File: src/rtl/ivt_pkg.sv
package ivt_pkg;
  localparam int unsigned CNT_W_DEF  = 12;
  localparam int unsigned DATA_W_DEF = 8;
  localparam int unsigned ADDR_W_DEF = 8;

  localparam logic [7:0] OFF_CNT_LO = 8'h26;
  localparam logic [7:0] OFF_CNT_HI = 8'h27;
  localparam logic [7:0] OFF_RLD_LO = 8'h28;
  localparam logic [7:0] OFF_RLD_HI = 8'h29;

  typedef struct packed {
    logic cnt_lo;
    logic cnt_hi;
    logic rld_lo;
    logic rld_hi;
  } ivt_sel_t;
endpackage

File: src/rtl/ivt_decode.sv
module ivt_decode
  import ivt_pkg::*;
#(
  parameter int unsigned ADDR_W = ADDR_W_DEF,
  parameter logic [ADDR_W-1:0] A_CNT_LO = ADDR_W'(OFF_CNT_LO),
  parameter logic [ADDR_W-1:0] A_CNT_HI = ADDR_W'(OFF_CNT_HI),
  parameter logic [ADDR_W-1:0] A_RLD_LO = ADDR_W'(OFF_RLD_LO),
  parameter logic [ADDR_W-1:0] A_RLD_HI = ADDR_W'(OFF_RLD_HI)
) (
  input  logic [ADDR_W-1:0] addr_i,
  output ivt_sel_t          sel_o
);
  always_comb begin
    sel_o        = '0;
    sel_o.cnt_lo = (addr_i == A_CNT_LO);
    sel_o.cnt_hi = (addr_i == A_CNT_HI);
    sel_o.rld_lo = (addr_i == A_RLD_LO);
    sel_o.rld_hi = (addr_i == A_RLD_HI);
  end
endmodule

File: src/rtl/ivt_reload.sv
module ivt_reload #(
  parameter int unsigned CNT_W  = 12,
  parameter int unsigned DATA_W = 8
) (
  input  logic              clk_i,
  input  logic              rst_ni,
  input  logic              wr_lo_i,
  input  logic              wr_hi_i,
  input  logic [DATA_W-1:0] wdata_i,
  output logic [CNT_W-1:0]  reload_o
);
  localparam int unsigned HI_W = CNT_W - DATA_W;

  logic [DATA_W-1:0] stage_q;
  logic [CNT_W-1:0]  reload_q;

  always_ff @(posedge clk_i or negedge rst_ni) begin
    if (!rst_ni) begin
      stage_q <= '0;
    end else if (wr_lo_i) begin
      stage_q <= wdata_i;
    end
  end

  // commit both halves together; upper wdata bits are reserved
  always_ff @(posedge clk_i or negedge rst_ni) begin
    if (!rst_ni) begin
      reload_q <= '0;
    end else if (wr_hi_i) begin
      reload_q <= {wdata_i[HI_W-1:0], stage_q};
    end
  end

  assign reload_o = reload_q;

  AST_RELOAD_ONLY_ON_HI: assert property (@(posedge clk_i) disable iff (!rst_ni)
    !wr_hi_i |=> $stable(reload_o));
  AST_STAGE_ONLY_ON_LO: assert property (@(posedge clk_i) disable iff (!rst_ni)
    !wr_lo_i |=> $stable(stage_q));
endmodule

File: src/rtl/ivt_counter.sv
module ivt_counter #(
  parameter int unsigned CNT_W = 12
) (
  input  logic             clk_i,
  input  logic             rst_ni,
  input  logic             tick_i,
  input  logic [CNT_W-1:0] reload_i,
  output logic [CNT_W-1:0] cnt_o,
  output logic             irq_o
);
  logic [CNT_W-1:0] cnt_q;
  logic             irq_q;
  logic             at_zero;

  assign at_zero = (cnt_q == '0);

  always_ff @(posedge clk_i or negedge rst_ni) begin
    if (!rst_ni) begin
      cnt_q <= '0;
      irq_q <= 1'b0;
    end else begin
      irq_q <= tick_i & at_zero;
      if (tick_i) begin
        cnt_q <= at_zero ? reload_i : cnt_q - 1'b1;
      end
    end
  end

  assign cnt_o = cnt_q;
  assign irq_o = irq_q;

  AST_HOLD_WITHOUT_TICK: assert property (@(posedge clk_i) disable iff (!rst_ni)
    !tick_i |=> $stable(cnt_o));
  AST_STEP_DOWN: assert property (@(posedge clk_i) disable iff (!rst_ni)
    (tick_i && cnt_o != '0) |=> (cnt_o == $past(cnt_o) - 1'b1));
  AST_WRAP_LOADS: assert property (@(posedge clk_i) disable iff (!rst_ni)
    (tick_i && cnt_o == '0) |=> (cnt_o == $past(reload_i)));
  AST_IRQ_CAUSE: assert property (@(posedge clk_i) disable iff (!rst_ni)
    (tick_i && cnt_o == '0) |=> irq_o);
  AST_IRQ_ONE_CYCLE: assert property (@(posedge clk_i) disable iff (!rst_ni)
    !(tick_i && cnt_o == '0) |=> !irq_o);
endmodule

File: src/rtl/ivt_readback.sv
module ivt_readback
  import ivt_pkg::*;
#(
  parameter int unsigned CNT_W  = 12,
  parameter int unsigned DATA_W = 8
) (
  input  logic              clk_i,
  input  logic              rst_ni,
  input  logic              rd_i,
  input  ivt_sel_t          sel_i,
  input  logic [CNT_W-1:0]  cnt_i,
  input  logic [CNT_W-1:0]  reload_i,
  output logic [DATA_W-1:0] rdata_o
);
  localparam int unsigned HI_W  = CNT_W - DATA_W;
  localparam int unsigned PAD_W = DATA_W - HI_W;

  logic [HI_W-1:0] snap_q;

  always_ff @(posedge clk_i or negedge rst_ni) begin
    if (!rst_ni) begin
      snap_q <= '0;
    end else if (rd_i && sel_i.cnt_lo) begin
      snap_q <= cnt_i[CNT_W-1:DATA_W];
    end
  end

  always_comb begin
    rdata_o = '0;
    if (sel_i.cnt_lo)      rdata_o = cnt_i[DATA_W-1:0];
    else if (sel_i.cnt_hi) rdata_o = {{PAD_W{1'b0}}, snap_q};
    else if (sel_i.rld_lo) rdata_o = reload_i[DATA_W-1:0];
    else if (sel_i.rld_hi) rdata_o = {{PAD_W{1'b0}}, reload_i[CNT_W-1:DATA_W]};
  end

  AST_SNAP_HOLD: assert property (@(posedge clk_i) disable iff (!rst_ni)
    !(rd_i && sel_i.cnt_lo) |=> $stable(snap_q));
  AST_SNAP_TAKES_LIVE: assert property (@(posedge clk_i) disable iff (!rst_ni)
    (rd_i && sel_i.cnt_lo) |=> (snap_q == $past(cnt_i[CNT_W-1:DATA_W])));
  AST_RSVD_ZERO: assert property (@(posedge clk_i) disable iff (!rst_ni)
    (sel_i.cnt_hi || sel_i.rld_hi) |-> (rdata_o[DATA_W-1:HI_W] == '0));
endmodule

File: src/rtl/interval_timer.sv
module interval_timer
  import ivt_pkg::*;
#(
  parameter int unsigned CNT_W  = CNT_W_DEF,
  parameter int unsigned DATA_W = DATA_W_DEF,
  parameter int unsigned ADDR_W = ADDR_W_DEF
) (
  input  logic              clk_i,
  input  logic              rst_ni,
  input  logic              tick_i,
  input  logic [ADDR_W-1:0] bus_addr_i,
  input  logic              bus_wr_i,
  input  logic              bus_rd_i,
  input  logic [DATA_W-1:0] bus_wdata_i,
  output logic [DATA_W-1:0] bus_rdata_o,
  output logic              irq_o
);
  ivt_sel_t         sel;
  logic [CNT_W-1:0] reload;
  logic [CNT_W-1:0] cnt;

  ivt_decode #(.ADDR_W(ADDR_W)) u_decode (
    .addr_i (bus_addr_i),
    .sel_o  (sel)
  );

  ivt_reload #(.CNT_W(CNT_W), .DATA_W(DATA_W)) u_reload (
    .clk_i    (clk_i),
    .rst_ni   (rst_ni),
    .wr_lo_i  (bus_wr_i & sel.rld_lo),
    .wr_hi_i  (bus_wr_i & sel.rld_hi),
    .wdata_i  (bus_wdata_i),
    .reload_o (reload)
  );

  ivt_counter #(.CNT_W(CNT_W)) u_counter (
    .clk_i    (clk_i),
    .rst_ni   (rst_ni),
    .tick_i   (tick_i),
    .reload_i (reload),
    .cnt_o    (cnt),
    .irq_o    (irq_o)
  );

  ivt_readback #(.CNT_W(CNT_W), .DATA_W(DATA_W)) u_readback (
    .clk_i    (clk_i),
    .rst_ni   (rst_ni),
    .rd_i     (bus_rd_i),
    .sel_i    (sel),
    .cnt_i    (cnt),
    .reload_i (reload),
    .rdata_o  (bus_rdata_o)
  );

  AST_RO_WRITE_NO_EFFECT: assert property (@(posedge clk_i) disable iff (!rst_ni)
    (bus_wr_i && (sel.cnt_lo || sel.cnt_hi)) |=> $stable(reload));
endmodule

File: config.mk
export PLATFORM = sky130hd
export DESIGN_NAME = interval_timer
export DESIGN_NICKNAME = d
export VERILOG_FILES = /design/src/rtl/ivt_pkg.sv /design/src/rtl/ivt_decode.sv /design/src/rtl/ivt_reload.sv /design/src/rtl/ivt_counter.sv /design/src/rtl/ivt_readback.sv /design/src/rtl/interval_timer.sv
export SDC_FILE = /design/constraint.sdc
export NUM_CORES = 1
export LEC_CHECK = 0
export ABC_AREA = 1
export BUFFER_PORTS_ARGS = -buffer_cell sky130_fd_sc_hd__buf_2
export CAP_MARGIN = 10
export CORE_MARGIN = 4
export CORE_UTILIZATION = 61
export DETAILED_ROUTE_END_ITERATION = 8
export GPL_TIMING_DRIVEN = 0
export HOLD_SLACK_MARGIN = 0.06
export PLACE_DENSITY = 0.94
export SETUP_SLACK_MARGIN = 0.05
export SLEW_MARGIN = 20
export SYNTH_ARGS = -nofsm -noshare
export SYNTH_HDL_FRONTEND = slang
export SYNTH_SLANG_ARGS = --single-unit
File: constraint.sdc
create_clock -name clk_i -period 3.9 [get_ports clk_i]
set_clock_uncertainty 0.1 [all_clocks]
set_input_delay 0.39 -clock clk_i [delete_from_list [all_inputs] [get_ports clk_i]]
set_output_delay 0.39 -clock clk_i [all_outputs]
set_load 0.005 [all_outputs]
==> metrics.log <==
[metrics] Antenna Violating Nets Remaining: 0
[metrics] result of the run: completed
[metrics] HPWL reported at the end of detailed placement: 4.027 mm
[metrics] average size of a mapped cell: 7.262 sq um
[metrics] launch point of the worst reg-to-reg path: u_counter.cnt_o[3]
[metrics] min-delay worst type: in2reg
[metrics] initial core utilization: 63.91%
[metrics] unrepaired setup endpoints after global routing: false
[metrics] Post-CTS Resized: 0
[metrics] post-cts hold buffer count: 1
[metrics] ratio of routed vias to standard cells: ~5.7
[metrics] combined buffer and inverter count along the critical path: 4
[metrics] buffer levels on the longest clock path: 2
[metrics] number of cells produced by synthesis: 296
[metrics] distinct cell type count of the synthesized netlist: 25
[metrics] number of placed I/O pins: 30
[metrics] Core Footprint: between 3000 and 4000 sq um
[metrics] type of the worst setup path: in2out
[metrics] area added between synthesis and finish: 13.62%
[metrics] crit path launch type: input port
[metrics] post-layout instance count excluding filler cells: around 380
[metrics] Syn Nets: 319
[metrics] largest vdd supply drop: 0.2886 mV
[metrics] clock slew at reported path FFs: approximately 120 ps
[metrics] first-pass GRT wire length: 9.549 mm
[metrics] cell at the root of the clock tree: clkbuf_4
[metrics] proportion of synthesized chip area in sequential cells: a little over two fifths
[metrics] number of nets at the end of the flow: 355
[metrics] detailed-route via count: about 2200
[metrics] number of post-CTS setup repair buffers: 0
[metrics] placer congestion estimate: 0.9261
[metrics] aggregate negative setup slack: 0 ps
[metrics] number of H-tree branching levels: 2
[metrics] cell type group with the largest total delay on the critical path: simple AND/OR/NAND/NOR gates
[metrics] hold path cells: 3
[metrics] vias in the first global route: between 2000 and 2500
[metrics] number of fill cells in the layout: approximately 290
[metrics] worst reg2reg endpoint: u_counter.cnt_o[4]
[metrics] First-pass DRT Iterations: 4
[metrics] Worst Slack Setup Final: 1717 ps
[metrics] placement-stage worst setup slack: 1730 ps
[metrics] leakage component of the power: 1.321 nW
[metrics] drc violations: 0
[metrics] Worst-Margin Slew: 826.4 ps
[metrics] Switching Power: 0.0004554 W
[metrics] clock sink count: 37
[metrics] count of max-cap constraint violations: 0
[metrics] number of hold violations in the final report: 0
[metrics] worst-path cell with the longest stage delay: nor3_2
[metrics] P_int: 0.0007273 W
[metrics] Buffers on Ports: 28
[metrics] Clock Latency Late Sink: 350 ps
[metrics] total standard cell area after synthesis: 2150 sq um
[metrics] initial antenna violation count: 0
[metrics] WHS Endpoint: u_reload.stage_q[6]
[metrics] R2R setup slack: 2140 ps
[metrics] area of the die: 4537 sq um
[metrics] maximum number of pins on one net before global-route repair: 38
[metrics] proportion of power drawn by combinational gates: 30.6%
[metrics] GRT Residual Overflow: 0
[metrics] period utilization: ~56%
[metrics] drt initial violations: between 150 and 200
[metrics] delay of the slowest critical-path stage: 290 ps
[metrics] clock tree from TritonCTS: yes
[metrics] Final Slew Violations: 0
[metrics] arrival time reported for the critical path endpoint: 1690 ps
[metrics] endpoint kind of the worst setup timing path: output pin
[metrics] routed wire length per instance: 14.21 microns
[metrics] critical path, cell by cell: buf_2 > inv_1 > nand2_1 > nor3_2 > nand2_1 > buf_2 > o22ai_1 > buf_2
[metrics] overall global routing resource usage: roughly 28%
[metrics] relative slew slack: 44.91%
[metrics] Switching Share: 38.51%
[metrics] # diodes: 0
[metrics] total number of placement rows: 21
[metrics] worst-case reg-to-reg path depth: 5
[metrics] Clock Power Share: 23.9%
[metrics] TritonCTS Buffers: 5
[metrics] upper clock frequency limit: 0.4581 GHz
[metrics] fraction of final layout cells with drive strength greater than 1: 17.42%
[metrics] count of endpoints failing setup in the final report: 0
[metrics] Critical Path Most Common Cell: buf_2
[metrics] CP Data Required Time: 3410 ps
[metrics] x dimension of the die: between 60 and 70 microns
[metrics] post-layout min period: 2183 ps
[metrics] die height: 67.36 microns
[metrics] warning count from the yosys run: 0
[metrics] FF+latch count, synth: 37
[metrics] number of cells in the design after placement: 370
[metrics] startpoint of the lowest-slack hold path: bus_wdata_i[6]
[metrics] cell area power density: 484.3 nW/um^2
[metrics] total length of routed wires: 5.387 mm
[metrics] Crit Path Max Fanout: 10
[metrics] part of the power in registers: 45.5%
==> sequential cells by signal, indices dropped and copies added (netlist names) <==
| name | flops |
|---|---|
| u_counter.cnt_o | 12 |
| u_reload.reload_o | 12 |
| u_reload.stage_q | 8 |
| u_readback.snap_q | 4 |
| u_counter.irq_o | 1 |
==> worst max path at each step <==
| stage | start | to | slack (ps) | cells past startpoint |
|---|---|---|---|---|
| after floorplan | bus_addr_i[4] | bus_rdata_o[7] | 2170 | 7 |
| after global placement | bus_addr_i[2] | bus_rdata_o[5] | 1840 | 8 |
| after detailed placement | bus_addr_i[2] | bus_rdata_o[4] | 1730 | 8 |
| after CTS | bus_addr_i[2] | bus_rdata_o[4] | 1720 | 8 |
| after global routing | bus_addr_i[2] | bus_rdata_o[4] | 1580 | 8 |
| final | bus_addr_i[2] | bus_rdata_o[4] | 1720 | 8 |
==> worst min-delay path: stages <==
cell and delay, ps:
buf_2 70, nand2_1 40, nand2_1 50
==> layout by cell type, fill, tap and decap left out, types with 5 or more instances in the layout <==
master | Yosys | routed
buf_2 | 4 | 32
dfrtp_1 | 37 | 37
inv_1 | 39 | 39
nand2_1 | 88 | 88
nor2_1 | 19 | 19
clkbuf_4 | 0 | 5
nand3_1 | 44 | 44
o21ai_0 | 28 | 28
nand4_1 | 6 | 6
==> through the flow <==
step | hold WS, ps | cell area (sq um) | util (%) | total power (W)
after floorplan | -5.591 | 2150 | - | 0.0007855
after detailed placement | 366.5 | 2347 | 69.79 | 0.0008924
final | 128.6 | 2442 | 72.62 | 0.001183
after global routing | 147.4 | 2442 | 72.62 | 0.001279
after CTS | 125.1 | 2442 | 72.62 | 0.001178
after global placement | 359.8 | 2347 | 69.79 | 0.0008750
==> cells in the mapped netlist (all sizes together) <==
master	count	area, sq um
buf	7	50.05
clkbuf	1	3.750
dfrtp	37	925.9
ha	2	25.02
inv	40	150.1
nand2	91	349.1
nand3	44	220.2
nand3b	1	7.510
nand4	6	37.54
nor2	23	106.4
nor3	7	67.56
o211ai	1	7.510
o21ai	31	166.4
o22ai	3	18.77
o31ai	1	7.510
or2	1	6.260
==> area by class of cell <==
| class | instances | area, sq um | area share, % |
|---|---|---|---|
| plain buffers | 8 | 53.80 | 2.203 |
| multi-input cells | 211 | 1020 | 41.75 |
| clock inverters | 1 | 30.03 | 1.230 |
| flip-flops and latches | 37 | 925.9 | 37.91 |
| repair buffers | 29 | 150.1 | 6.148 |
| inverters | 40 | 150.1 | 6.148 |
| clock buffers | 7 | 55.05 | 2.254 |
| well taps | 46 | 57.56 | 2.357 |
==> logic make-up (layout without fill, tap and decap cells) <==
logic type	Yosys count	after routing	share of synthesized area, %
simple gates	173	173	36.96
fa+ha+maj	2	2	1.164
buf+inv	48	85	9.488
flops	37	37	43.07
compound gates	36	36	9.314
==> power groups by stage <==
| stage | registers [W] | logic [W] | clock network, W |
|---|---|---|---|
| 6_report | 0.000539 | 0.000362 | 0.000283 |
| 5_1_grt | 0.000548 | 0.000430 | 0.000301 |
| 4_1_cts | 0.000534 | 0.000358 | 0.000286 |
| 3_5_place_dp | 0.000541 | 0.000352 | 0 |
| 3_3_place_gp | 0.000538 | 0.000337 | 0 |
| 2_1_floorplan | 0.000513 | 0.000272 | 0 |
==> layer usage <==
layer | routed length, microns | global-route usage, % | part of all wire, % | vias to the layer above
met5 | 0 | 0 | 0 | -
met4 | 150 | 12.41 | 2.8 | 0
met3 | 470 | 6.988 | 8.7 | 23
met2 | 2647 | 48.59 | 49 | 111
met1 | 2119 | 33.98 | 39 | 991
li1 | - | - | - | 1031
Power figures use the tool's default switching activity.
